--- src/rtl/phase_err_pkg.sv ---
package phase_err_pkg;

  // Which input's rising edge has been seen first in the current measurement.
  typedef enum logic [1:0] {
    PH_IDLE      = 2'b00,
    PH_REF_FIRST = 2'b01,
    PH_TACH_FIRST = 2'b10
  } ph_state_e;

  localparam int unsigned DEF_CNT_W  = 16;
  localparam int unsigned DEF_SYNC_N = 2;

endpackage

--- src/rtl/edge_sync.sv ---
module edge_sync #(
  parameter int unsigned STAGES = 2
) (
  input  logic clk,
  input  logic rst_n,
  input  logic din,
  output logic rise
);
  // The flop after the synchronizer chain holds the previous sample for edge detection.
  localparam int unsigned LEN = STAGES + 1;

  logic [LEN-1:0] sh_q;

  always_ff @(posedge clk) begin
    if (!rst_n) sh_q <= '0;
    else        sh_q <= {sh_q[LEN-2:0], din};
  end

  assign rise = sh_q[STAGES-1] & ~sh_q[STAGES];

endmodule

--- src/rtl/pfd_core.sv ---
module pfd_core
  import phase_err_pkg::*;
(
  input  logic clk,
  input  logic rst_n,
  input  logic rise_ref,
  input  logic rise_tach,
  output logic up,
  output logic dn,
  output logic done,
  output logic tach_led
);
  ph_state_e st_q, st_d;

  always_comb begin
    st_d     = st_q;
    done     = 1'b0;
    tach_led = 1'b0;
    unique case (st_q)
      PH_IDLE: begin
        if (rise_ref && rise_tach) done = 1'b1;
        else if (rise_ref)         st_d = PH_REF_FIRST;
        else if (rise_tach)        st_d = PH_TACH_FIRST;
      end
      PH_REF_FIRST: begin
        if (rise_tach) begin
          done = 1'b1;
          st_d = PH_IDLE;
        end
      end
      PH_TACH_FIRST: begin
        tach_led = 1'b1;
        if (rise_ref) begin
          done = 1'b1;
          st_d = PH_IDLE;
        end
      end
      default: st_d = PH_IDLE;
    endcase
  end

  always_ff @(posedge clk) begin
    if (!rst_n) st_q <= PH_IDLE;
    else        st_q <= st_d;
  end

  assign up = (st_q == PH_REF_FIRST);
  assign dn = (st_q == PH_TACH_FIRST);

endmodule

--- src/rtl/err_counter.sv ---
module err_counter #(
  parameter int unsigned CNT_W = 16
) (
  input  logic             clk,
  input  logic             rst_n,
  input  logic             up,
  input  logic             dn,
  input  logic             tick_en,
  input  logic             done,
  output logic [CNT_W-1:0] cnt_o,
  output logic [CNT_W-1:0] cap_o
);
  localparam logic [CNT_W-1:0] CNT_MAX = '1;

  logic [CNT_W-1:0] cnt_q;
  logic [CNT_W-1:0] cnt_inc;
  logic             adv;

  assign adv     = (up ^ dn) & tick_en;
  assign cnt_inc = (cnt_q == CNT_MAX) ? CNT_MAX : cnt_q + 1'b1;
  // The tick in the closing cycle still counts toward the captured value.
  assign cap_o   = adv ? cnt_inc : cnt_q;

  always_ff @(posedge clk) begin
    if (!rst_n)   cnt_q <= '0;
    else if (done) cnt_q <= '0;
    else if (adv)  cnt_q <= cnt_inc;
  end

  assign cnt_o = cnt_q;

endmodule

--- src/rtl/phase_err_meter.sv ---
module phase_err_meter
  import phase_err_pkg::*;
#(
  parameter int unsigned CNT_W  = DEF_CNT_W,
  parameter int unsigned SYNC_N = DEF_SYNC_N
) (
  input  logic             clk,
  input  logic             rst_n,
  input  logic             ref_in,
  input  logic             tach_in,
  input  logic             tick_en,
  output logic             err_valid,
  input  logic             err_ready,
  output logic [CNT_W-1:0] err_mag,
  output logic             err_lead,
  output logic             up_o,
  output logic             dn_o
);
  logic             rise_ref, rise_tach;
  logic             done, tach_led;
  logic [CNT_W-1:0] cnt_now, cap_val;
  logic             take;

  edge_sync #(.STAGES(SYNC_N)) u_sync_ref (
    .clk(clk), .rst_n(rst_n), .din(ref_in), .rise(rise_ref)
  );

  edge_sync #(.STAGES(SYNC_N)) u_sync_tach (
    .clk(clk), .rst_n(rst_n), .din(tach_in), .rise(rise_tach)
  );

  pfd_core u_pfd (
    .clk(clk), .rst_n(rst_n),
    .rise_ref(rise_ref), .rise_tach(rise_tach),
    .up(up_o), .dn(dn_o), .done(done), .tach_led(tach_led)
  );

  err_counter #(.CNT_W(CNT_W)) u_cnt (
    .clk(clk), .rst_n(rst_n),
    .up(up_o), .dn(dn_o), .tick_en(tick_en), .done(done),
    .cnt_o(cnt_now), .cap_o(cap_val)
  );

  // A new result may load only when the output slot is empty or is being emptied.
  assign take = done && (!err_valid || err_ready);

  always_ff @(posedge clk) begin
    if (!rst_n) begin
      err_valid <= 1'b0;
      err_mag   <= '0;
      err_lead  <= 1'b0;
    end else if (take) begin
      err_valid <= 1'b1;
      err_mag   <= cap_val;
      err_lead  <= tach_led;
    end else if (err_valid && err_ready) begin
      err_valid <= 1'b0;
    end
  end

endmodule

--- config.mk ---
export PLATFORM = sky130hd
export DESIGN_NAME = phase_err_meter
export DESIGN_NICKNAME = d
export VERILOG_FILES = /design/src/rtl/phase_err_pkg.sv /design/src/rtl/edge_sync.sv /design/src/rtl/pfd_core.sv /design/src/rtl/err_counter.sv /design/src/rtl/phase_err_meter.sv
export SDC_FILE = /design/constraint.sdc
export NUM_CORES = 1
export LEC_CHECK = 0
export BUFFER_PORTS_ARGS = -buffer_cell sky130_fd_sc_hd__buf_2
export CAP_MARGIN = 20
export CORE_ASPECT_RATIO = 0.9
export CORE_MARGIN = 4
export CORE_UTILIZATION = 51
export DETAILED_ROUTE_END_ITERATION = 8
export PLACE_DENSITY = 0.75
export SYNTH_ARGS = -nofsm -noshare
export SYNTH_HDL_FRONTEND = slang
export SYNTH_SLANG_ARGS = --single-unit
--- constraint.sdc ---
create_clock -name clk -period 1.9 [get_ports clk]
set_input_delay 0.38 -clock clk [delete_from_list [all_inputs] [get_ports clk]]
set_output_delay 0.38 -clock clk [all_outputs]
set_load 0.01 [all_outputs]
After elaboration in Yosys (flattened, before gate mapping)
Cells that the tools add are included.
{"block": "totals", "register_bits": 42, "inputBits": 6, "out_inout_bits": 20, "elab_cells": 46}
{"block": "classes", "n_addsub": 1, "n_eq_ne": 7, "mux": 15, "bitwise": 7, "reduce_logical": 9}
{"op": "16-bit 2-to-1 mux", "count": 2}
{"op": "16-bit by 1-bit adder with 16-bit output, second input constant", "count": 1}
{"op": "16-bit == test, second input constant", "count": 1}
{"op": "2-bit 2-to-1 mux", "count": 5}
{"op": "1-bit 2-to-1 mux", "count": 6}
{"op": "2-bit inequality test, second input constant", "count": 3}
{"op": "2-bit one-hot mux with 3 select lines", "count": 1}
{"op": "4-bit AND reduction", "count": 1}
{"op": "1-bit AND", "count": 3}
{"op": "1-bit logical AND", "count": 3}
{"op": "3-bit by 1-bit inequality test with 1-bit output, second input constant", "count": 1}
{"op": "1-bit NOT", "count": 3}
{"op": "1-bit one-hot mux with 3 select lines", "count": 1}
{"op": "2-bit by 1-bit == test with 1-bit output, second input constant", "count": 1}
{"op": "2-bit == test, second input constant", "count": 1}
{"op": "2-bit zero test", "count": 1}
{"op": "2-bit nonzero test", "count": 1}
{"op": "2-bit OR reduction", "count": 1}
{"op": "1-bit zero test", "count": 1}
{"op": "1-bit logical OR", "count": 1}
{"op": "1-bit bitwise XOR", "count": 1}

Longest topological paths before layout
Gate-level depths: netlist of the first run.
{"block": "logic_depth", "depth_word": 7, "ltp_mapped": 9, "depth_no_buf": 6}

By module
From an unflattened synthesis of the first run, not the netlist that was laid out.
{"block": "hier_totals", "hier_cells": 216, "hier_area_um2": 1918.1}
{"mod": "err_counter", "n_inst": 1, "cells_per_inst": 113, "area_each_um2": 888.4, "seq_area_each_um2": 320.3}
{"mod": "phase_err_meter", "n_inst": 1, "cells_per_inst": 78, "area_each_um2": 739.5, "seq_area_each_um2": 360.3}
{"mod": "edge_sync", "n_inst": 2, "cells_per_inst": 7, "area_each_um2": 92.6, "seq_area_each_um2": 60.1}
{"mod": "pfd_core", "n_inst": 1, "cells_per_inst": 11, "area_each_um2": 105.1, "seq_area_each_um2": 40.0}

Worst setup path after synthesis of the first run
Ideal clock, no wire load.
{"block": "synth_timing", "path_kind": "register to register", "from": "register u_pfd.st_q[0]", "to": "register err_mag[11]", "t_arrival_ns": 1.749, "required_time_ns": 1.766, "setup_slack_ns": 0.017, "path_stages_with_launch": 10, "cell_sequence": "dfxtp_1 > inv_1 > ha_1 > and3_1 > buf_2 > and3_1 > buf_6 > nand2_1 > buf_2 > a311oi_1"}
{"block": "synth_between", "elab_chain_len": 4, "elab_cells_between_ends": 8}
{"item": "start, declared", "line_no": "pfd_core.sv:13", "source": "ph_state_e st_q, st_d;"}
{"item": "start signal, assigned", "line_no": "pfd_core.sv:44", "source": "else st_q <= st_d;"}
{"item": "2-bit by 1-bit == test with 1-bit output or 2-bit == test (tied branches)", "line_no": "pfd_core.sv:19, pfd_core.sv:47, pfd_core.sv:48"}
{"item": "1-bit bitwise XOR", "line_no": "err_counter.sv:19", "source": "assign adv = (up ^ dn) & tick_en;"}
{"item": "1-bit AND", "line_no": "err_counter.sv:19"}
{"item": "16-bit 2-to-1 mux"}
{"item": "end signal, assigned", "line_no": "phase_err_meter.sv:54", "source": "err_mag <= cap_val;"}
{"item": "end, declared", "line_no": "phase_err_meter.sv:14", "source": "output logic [CNT_W-1:0] err_mag,"}
Several ways; a longest one is shown, not always the timed one.
A chain may end at the register's enable or synchronous reset.

Final worst setup path of the first run
{"block": "layout_timing", "from": "register u_cnt.cnt_q[9], in the netlist u_cnt.cnt_o[9]", "to": "register err_mag[15]"}
{"block": "layout_between", "elab_chain_len": 3, "elab_cells_between_ends": 4}
{"item": "start, declared", "line_no": "err_counter.sv:15", "source": "logic [CNT_W-1:0] cnt_q;"}
{"item": "start signal, assigned", "line_no": "err_counter.sv:27", "source": "else if (adv) cnt_q <= cnt_inc;"}
{"item": "16-bit by 1-bit adder with 16-bit output or 16-bit == test (tied branches)", "line_no": "err_counter.sv:20", "source": "assign cnt_inc = (cnt_q == CNT_MAX) ? CNT_MAX : cnt_q + 1'b1;"}
{"item": "16-bit 2-to-1 mux *", "line_no": "err_counter.sv:20"}
{"item": "16-bit 2-to-1 mux *"}
Mark *: on every way between the ends. The rest lies on a longest branch, timed or not.

==> results by group, run 1 <==
STA
  • Final setup fails: 0
  • Worst-Margin Slew: ~0.48 ns
  • Fin crit period: approximately 1.8 ns
  • Final cycle utilization of the critical path: 0.968
  • Slew Limit Fails: 0
  • Max-slew headroom: 0.682
  • FMAX: about 540 MHz
  • Min Hold Slack: about 0.28 ns
  • Final Hold Viols: 0
  • Skew final: roughly 0.011 ns
  • Final setup margin: slightly above 0.06 ns

Clocking
  • Clock root cell: clkbuf_8
  • Maximum clock path buffer count: 2
  • Total CTS buffers: 5
  • TritonCTS clock tree: done
  • Clk_lat worst skew: around 0.30 ns
  • Clock Sinks: 42
  • Hold_buf cts: 0
  • CTS clk-pin slew, worst paths: roughly 0.080 ns
  • H-tree depth: 2

Floorplan
  • Die width: around 72 µm
  • # IOs: 26
  • Die height: between 60 and 70 µm
  • CORE AREA: about 3500 µm²
  • Die area: between 4000 and 5000 µm²
  • Rows: 20
  • Initial Utilization: 0.546

Global routing
  • First-pass GRT wire length: about 7.6 mm
  • Grt ovf: 0
  • Largest net degree at the start of global routing: 16
  • GRT Overall Usage: 0.209
  • Initial antenna violation count: 0
  • Vias in the first global route: ~1600

Synth
  • Sequential fraction of the synthesis area: 0.442
  • Netlist cell types: 45
  • Synth Flop Type: dfxtp_1
  • Syn nets: around 210
  • Synth warn: 0
  • Mapped Area: ~1900 µm²
  • Post-synthesis register bit count: 42
  • Most frequent cell after synthesis: dfxtp_1
  • Async set-reset flop share out of synthesis: 0
  • Avg Inst Size Synth: around 9.4 µm²
  • Synth top area share: 0.442
  • Synth area leader: dfxtp_1
  • Area contributors post-synth: dfxtp_1, a21oi_1, xnor2_1
  • List of most frequent post-synthesis cells: dfxtp_1, a21oi_1, nand2_1, nor2_1
  • Number of flops mapped to enable cells by yosys: 0
  • Mapped Cells: between 200 and 250

Worst setup path
  • Worst Path Max Fanout: 8
  • CP max stage cell: or4_4
  • Crit path kind: register to register
  • Max incr delay on CP: approximately 0.57 ns
  • Worst Path Required: ~2.1 ns
  • Data arrival, critical path: around 2.0 ns
  • Critical Path End Type: register
  • Crit Reg-Reg Endpoint: err_mag[15]
  • Element type at the critical path start: register
  • RR Startpoint: u_cnt.cnt_o[9]
  • R2r setup slk: ~0.060 ns
  • Worst reg2reg path depth: 4
  • Cell Chain, Critical Path: nand4_4 -> or4_4 -> nor4_2 -> o32ai_1

Finish
  • # nets final: 260
  • Final Util: 0.682
  • Design area: roughly 2400 µm²
  • Layout cells sized above 1: 0.320
  • Ant diodes: 0
  • Area growth, synth to finish: 24.8%

Hold path
  • Hold Startpoint: tach_in
  • Worst Hold Class: input pin to register
  • Hold Path Cell Cnt: 2
  • Hold EP: u_sync_tach.sh_q[0]

Placement
  • Dpl hpwl: roughly 3.3 mm
  • Pre-CTS WS: -0.202 ns
  • I/O Buffers: 25
  • DP Area: ~2200 µm²
  • Final weighted congestion in routability-driven placement: about 0.9

Power and ir drop
  • P per Cell Area: 681 nW/µm²
  • Sw Pwr: 0.000396 W
  • Clock power share: 0.352
  • Comb power frac: 0.085
  • Switching part of the total: 0.245
  • Seq pwr share: 0.563
  • Static Leak: approximately 0.90 nW
  • Worst vdd ir: 0.460 mV
  • Internal power: between 0.001 and 0.0015 W

Status
  • Outcome: finished clean

Job
  • Max-Cap Viols: 0

Drt
  • DR vias: 1669
  • ANT nets after route: 0
  • # DRC: 0
  • Pre-antenna DRT Iters: 4
  • DR vias/cell: between 5 and 6
  • WL final: 4.61 mm
  • Iter 0 DRT Violations: between 80 and 90
  • Routed WL per cell: approximately 16 µm
worst max-delay path by stage:
stage / to / slack [ns] / from
2_1_floorplan: err_mag[11] / 0.02 / u_pfd.st_q[0]
3_3_place_gp: err_mag[7] / -0.13 / u_pfd.st_q[0]
3_5_place_dp: err_mag[8] / -0.20 / u_pfd.st_q[0]
4_1_cts: u_cnt.cnt_o[5] / 0.002 / u_pfd.st_q[1]
5_1_grt: u_cnt.cnt_o[5] / -0.01 / u_pfd.st_q[0]
6_report: err_mag[15] / 0.06 / u_cnt.cnt_o[9]
through the flow:
stage	power, W	cells	TNS (ns)
6_report	0.00161	294	0
5_1_grt	0.00169	294	-0.0123
4_1_cts	0.00161	291	0
3_5_place_dp	0.00105	283	-2.44
3_3_place_gp	0.00105	283	-1.57
2_1_floorplan	0.00100	202	0
layer usage:
metal	GRT usage	share of wire
met5	0	0
met4	0.0563	0.011
met3	0.0653	0.057
met2	0.318	0.44
met1	0.285	0.49
cell usage in the layout, fill, tap and decap left out, types with 4 or more instances in the layout:
| cell | n |
|---|---|
| a21oi_1 | 25 |
| ha_1 | 4 |
| o22ai_1 | 4 |
| dfxtp_1 | 40 |
| nand4_1 | 6 |
| nor4_2 | 5 |
| clkbuf_8 | 5 |
| nor2_1 | 10 |
| xnor2_1 | 8 |
| nor3_1 | 7 |
| inv_1 | 5 |
| nand2b_1 | 4 |
| buf_2 | 26 |
| nand2_1 | 9 |
| a311oi_1 | 7 |
| and2_1 | 6 |
| nand3_1 | 8 |
| o21ai_0 | 4 |
| buf_4 | 20 |
state kept, by name (all words and copies together), names as in the netlist:
name and cells:
err_mag 16, u_cnt.cnt_o 16, err_lead 1, u_sync_tach.sh_q 3
err_valid 1, u_pfd.st_q 2, u_sync_ref.sh_q 3
power groups by stage:
stage	registers (W)	clock network, W	logic (W)
after floorplan	0.000930	0	0.0000720
after global placement	0.000927	0	0.000121
after detailed placement	0.000928	0	0.000123
after CTS	0.000908	0.000581	0.000125
after global routing	0.000911	0.000625	0.000153
final	0.000909	0.000568	0.000138
critical path: cells and delay by family, from the launching register on:
| family | cells | cell delay (ns) |
|---|---|---|
| simple gates | 3 | 1.11 |
| flops | 1 | 0.45 |
| compound gates | 1 | 0.14 |
repair_timing:
item,4_1_cts,5_1_grt
cloned,0,1
pin swaps,1,1
buffers inserted,0,2
endpoints found under the setup margin,16,31
gates resized for setup,8,9
final cells by class:
| type | instances | area [µm²] |
|---|---|---|
| inverter | 6 | 22.5 |
| multi-input combinational | 145 | 1040 |
| clock inverter | 2 | 13.8 |
| clock buffer | 6 | 72.6 |
| tap | 44 | 55.1 |
| timing repair buffer | 49 | 323 |
| sequential | 42 | 843 |
| fill | 280 | 1110 |
logic make-up (layout without fill, tap and decap cells):
logic type / count (synthesis) / in the layout / share of synthesized area
multiplexers: 4 / 4 / 0.0217
flip-flops: 42 / 42 / 0.442
AND/OR/NAND/NOR: 73 / 73 / 0.234
adder cells (fa/ha/maj): 5 / 5 / 0.0329
XOR/XNOR: 9 / 9 / 0.0415
buffers and inverters: 15 / 63 / 0.0395
AO/OA/AOI/OAI: 54 / 54 / 0.188
Note: power is estimated with default switching activity, not from simulation.
==> run 2: changes to the inputs <==
--- a/config.mk
+++ b/config.mk
@@ -5,7 +5,7 @@
 export SDC_FILE = /design/constraint.sdc
 export NUM_CORES = 1
 export LEC_CHECK = 0
-export BUFFER_PORTS_ARGS = -buffer_cell sky130_fd_sc_hd__buf_2
+export BUFFER_PORTS_ARGS = -buffer_cell sky130_fd_sc_hd__clkbuf_2
 export CAP_MARGIN = 20
 export CORE_ASPECT_RATIO = 0.9
 export CORE_MARGIN = 4
==> constraint.sdc (replaced) <==
create_clock -name clk -period 1.9 [get_ports clk]
set_input_delay 0.475 -clock clk [delete_from_list [all_inputs] [get_ports clk]]
set_output_delay 0.475 -clock clk [all_outputs]
set_load 0.01 [all_outputs]
==> run 2 against run 1 <==
Sequential share of layout area about the same. Count of clock-buffer cells in the layout unchanged. Die area unchanged. Via count increased by 0.72%. Final cell count decreased by 0.34%. Largest cell class unchanged. Highest routed layer unchanged.
==> results by group, run 2 (synthesis gave the netlist of run 1 again) <==
Power and ir drop
  • Sw Pwr: 0.000384 W (-3.0%)
  • P per Cell Area: 675 nW/µm² (-0.86%)
  • Internal power: 0.00122 W (about the same)
  • Static Leak: 0.896 nW (-0.48%)
  • Worst vdd ir: 0.471 mV (+2.2%)
  • Clock power share: 0.346 (-0.006)
  • Seq pwr share: 0.567 (+0.004)
  • Switching part of the total: 0.240 (-0.00543)
  • Comb power frac: 0.087 (+0.002)

STA
  • Final cycle utilization of the critical path: 0.957 (-0.0109)
  • Final setup margin: 0.0810 ns (+0.0207 ns)
  • Worst-Margin Slew: 0.471 ns (-0.00529 ns)
  • FMAX: 550 MHz (+1.1%)
  • Skew final: 0.0122 ns (+0.00142 ns)
  • Max-slew headroom: 0.685 (+0.00353)
  • Final setup fails: 0 (unchanged)
  • Final Hold Viols: 0 (unchanged)
  • Fin crit period: 1.82 ns (-0.0207 ns)
  • Slew Limit Fails: 0 (unchanged)

Worst setup path
  • Crit path kind: register to register
  • Critical Path End Type: register
  • Data arrival, critical path: 2.02 ns (+0.02 ns)
  • Worst Path Required: 2.10 ns (+0.03 ns)
  • Max incr delay on CP: 0.36 ns (-0.21 ns)
  • Cell Chain, Critical Path: inv_1 -> ha_1 -> and4bb_2 -> a211oi_4 -> buf_4 -> nor2_4 -> a311oi_1
  • Worst Path Max Fanout: 14 (+6)
  • CP max stage cell: dfxtp_2
  • Element type at the critical path start: register

Clocking
  • Hold_buf cts: 0 (unchanged)
  • H-tree depth: 2 (unchanged)
  • TritonCTS clock tree: done
  • Clk_lat worst skew: 0.30 ns (about the same)
  • Total CTS buffers: 5 (unchanged)
  • Maximum clock path buffer count: 2 (unchanged)
  • Clock root cell: clkbuf_8
  • Clock Sinks: 42 (unchanged)
  • CTS clk-pin slew, worst paths: 0.08 ns (about the same)

Global routing
  • GRT Overall Usage: 0.206 (-0.00372)
  • Vias in the first global route: 1607 (+2.7%)
  • Grt ovf: 0 (unchanged)
  • First-pass GRT wire length: 7.62 mm (about the same)
  • Initial antenna violation count: 0 (unchanged)
  • Largest net degree at the start of global routing: 16 (unchanged)

Finish
  • FILL cells: 294 (+5.0%)
  • Area growth, synth to finish: 25.0%
  • Final cell count without fillers: 293 (-0.34%)
  • Ant diodes: 0 (unchanged)
  • # nets final: 259 (-0.38%)
  • Most frequent cells in the layout: dfxtp_1, a21oi_1, clkbuf_2
  • Most common cell after layout, fill and taps aside: dfxtp_1
  • Layout cells sized above 1: 0.309 (-0.0108)

Floorplan
  • Die width: 72.4 µm (unchanged)
  • Die area: 4770 µm² (unchanged)
  • Initial Utilization: 0.546 (unchanged)
  • CORE AREA: 3480 µm² (unchanged)
  • Rows: 20 (unchanged)
  • # IOs: 26 (unchanged)
  • Die height: 65.9 µm (unchanged)

Drt
  • WL final: 4.55 mm (-1.3%)
  • # DRC: 0 (unchanged)
  • Iter 0 DRT Violations: 107 (+23%)
  • Pre-antenna DRT Iters: 4 (unchanged)
  • ANT nets after route: 0 (unchanged)
  • DR vias: 1681 (+0.72%)
  • DR vias/cell: 5.74 (+1.1%)
  • Routed WL per cell: 15.5 µm (-1.0%)

Placement
  • Pre-CTS WS: -0.248 ns (-0.0460 ns)
  • I/O Buffers: 25 (unchanged)
  • Dpl hpwl: 3.24 mm (-1.5%)
  • Placed insts: 283 (unchanged)
  • Final weighted congestion in routability-driven placement: 0.883 (+1.1%)

Status
  • Outcome: finished clean

Hold path
  • Worst Hold Class: input pin to register

Job
  • Max-Cap Viols: 0 (unchanged)
-- run 2: power groups by stage --
stage | Combinational (W) | Clock [W] | Sequential [W]
2_1_floorplan | 0.0000720 | 0 | 0.000930
3_3_place_gp | 0.000122 | 0 | 0.000927
3_5_place_dp | 0.000124 | 0 | 0.000929
4_1_cts | 0.000132 | 0.000568 | 0.000908
5_1_grt | 0.000154 | 0.000609 | 0.000911
6_report | 0.000139 | 0.000555 | 0.000909
-- run 2: final timing paths --
path	from	to	slack, ns	cells after the start
worst max-delay path	u_pfd.st_q[0]	err_mag[11]	0.08	7
worst min-delay path	tach_in	u_sync_tach.sh_q[0]	0.38	2
worst max register to register	u_pfd.st_q[0]	err_mag[11]	0.08	7
worst min register to register	u_sync_tach.sh_q[0]	u_sync_tach.sh_q[1]	0.44	1
-- run 2: critical path, delay by kind of cell, from the launching register on --
kind                       cells  cell delay [ns]
DFF                            1             0.36
buffers and inverters          2             0.26
adders and majority gates      1             0.24
and+or+nand+nor                2             0.34
AOI/OAI and AO/OA              2             0.52
-- run 2: repair_timing --
item / 4_1_cts / 5_1_grt
cloned: 0 / 1
pin swaps: 0 / 1
resized for setup: 10 / 7
setup endpoints to repair: 16 / 29
buffers inserted: 0 / 1
-- run 2: cell type report --
type / count / area, µm² / area share
inverters: 6 / 22.5 / 0.00948
flip-flops and latches: 42 / 843 / 0.355
clock buffers: 6 / 72.6 / 0.0306
multi-input cells: 145 / 1050 / 0.443
repair buffers: 48 / 315 / 0.133
well taps: 44 / 55.1 / 0.0232
clock inverters: 2 / 13.8 / 0.00580
-- run 2: stage by stage --
step	setup TNS, ns	cell area, µm²	utilization	power (W)	hold slack, ns
3_3_place_gp	-1.61	2200	0.632	0.00105	0.413
2_1_floorplan	0	1900	-	0.00100	0.412
5_1_grt	-0.00807	2370	0.683	0.00167	0.382
4_1_cts	0	2340	0.672	0.00161	0.374
3_5_place_dp	-2.57	2200	0.632	0.00105	0.419
6_report	0	2370	0.683	0.00160	0.378
-- run 2: metal layers --
layer	global-route usage	wire length, µm	share of wire
met5	0	0	0
met4	0.0563	59	0.013
met3	0.0578	263	0.058
met2	0.313	2010	0.44
met1	0.284	2220	0.49
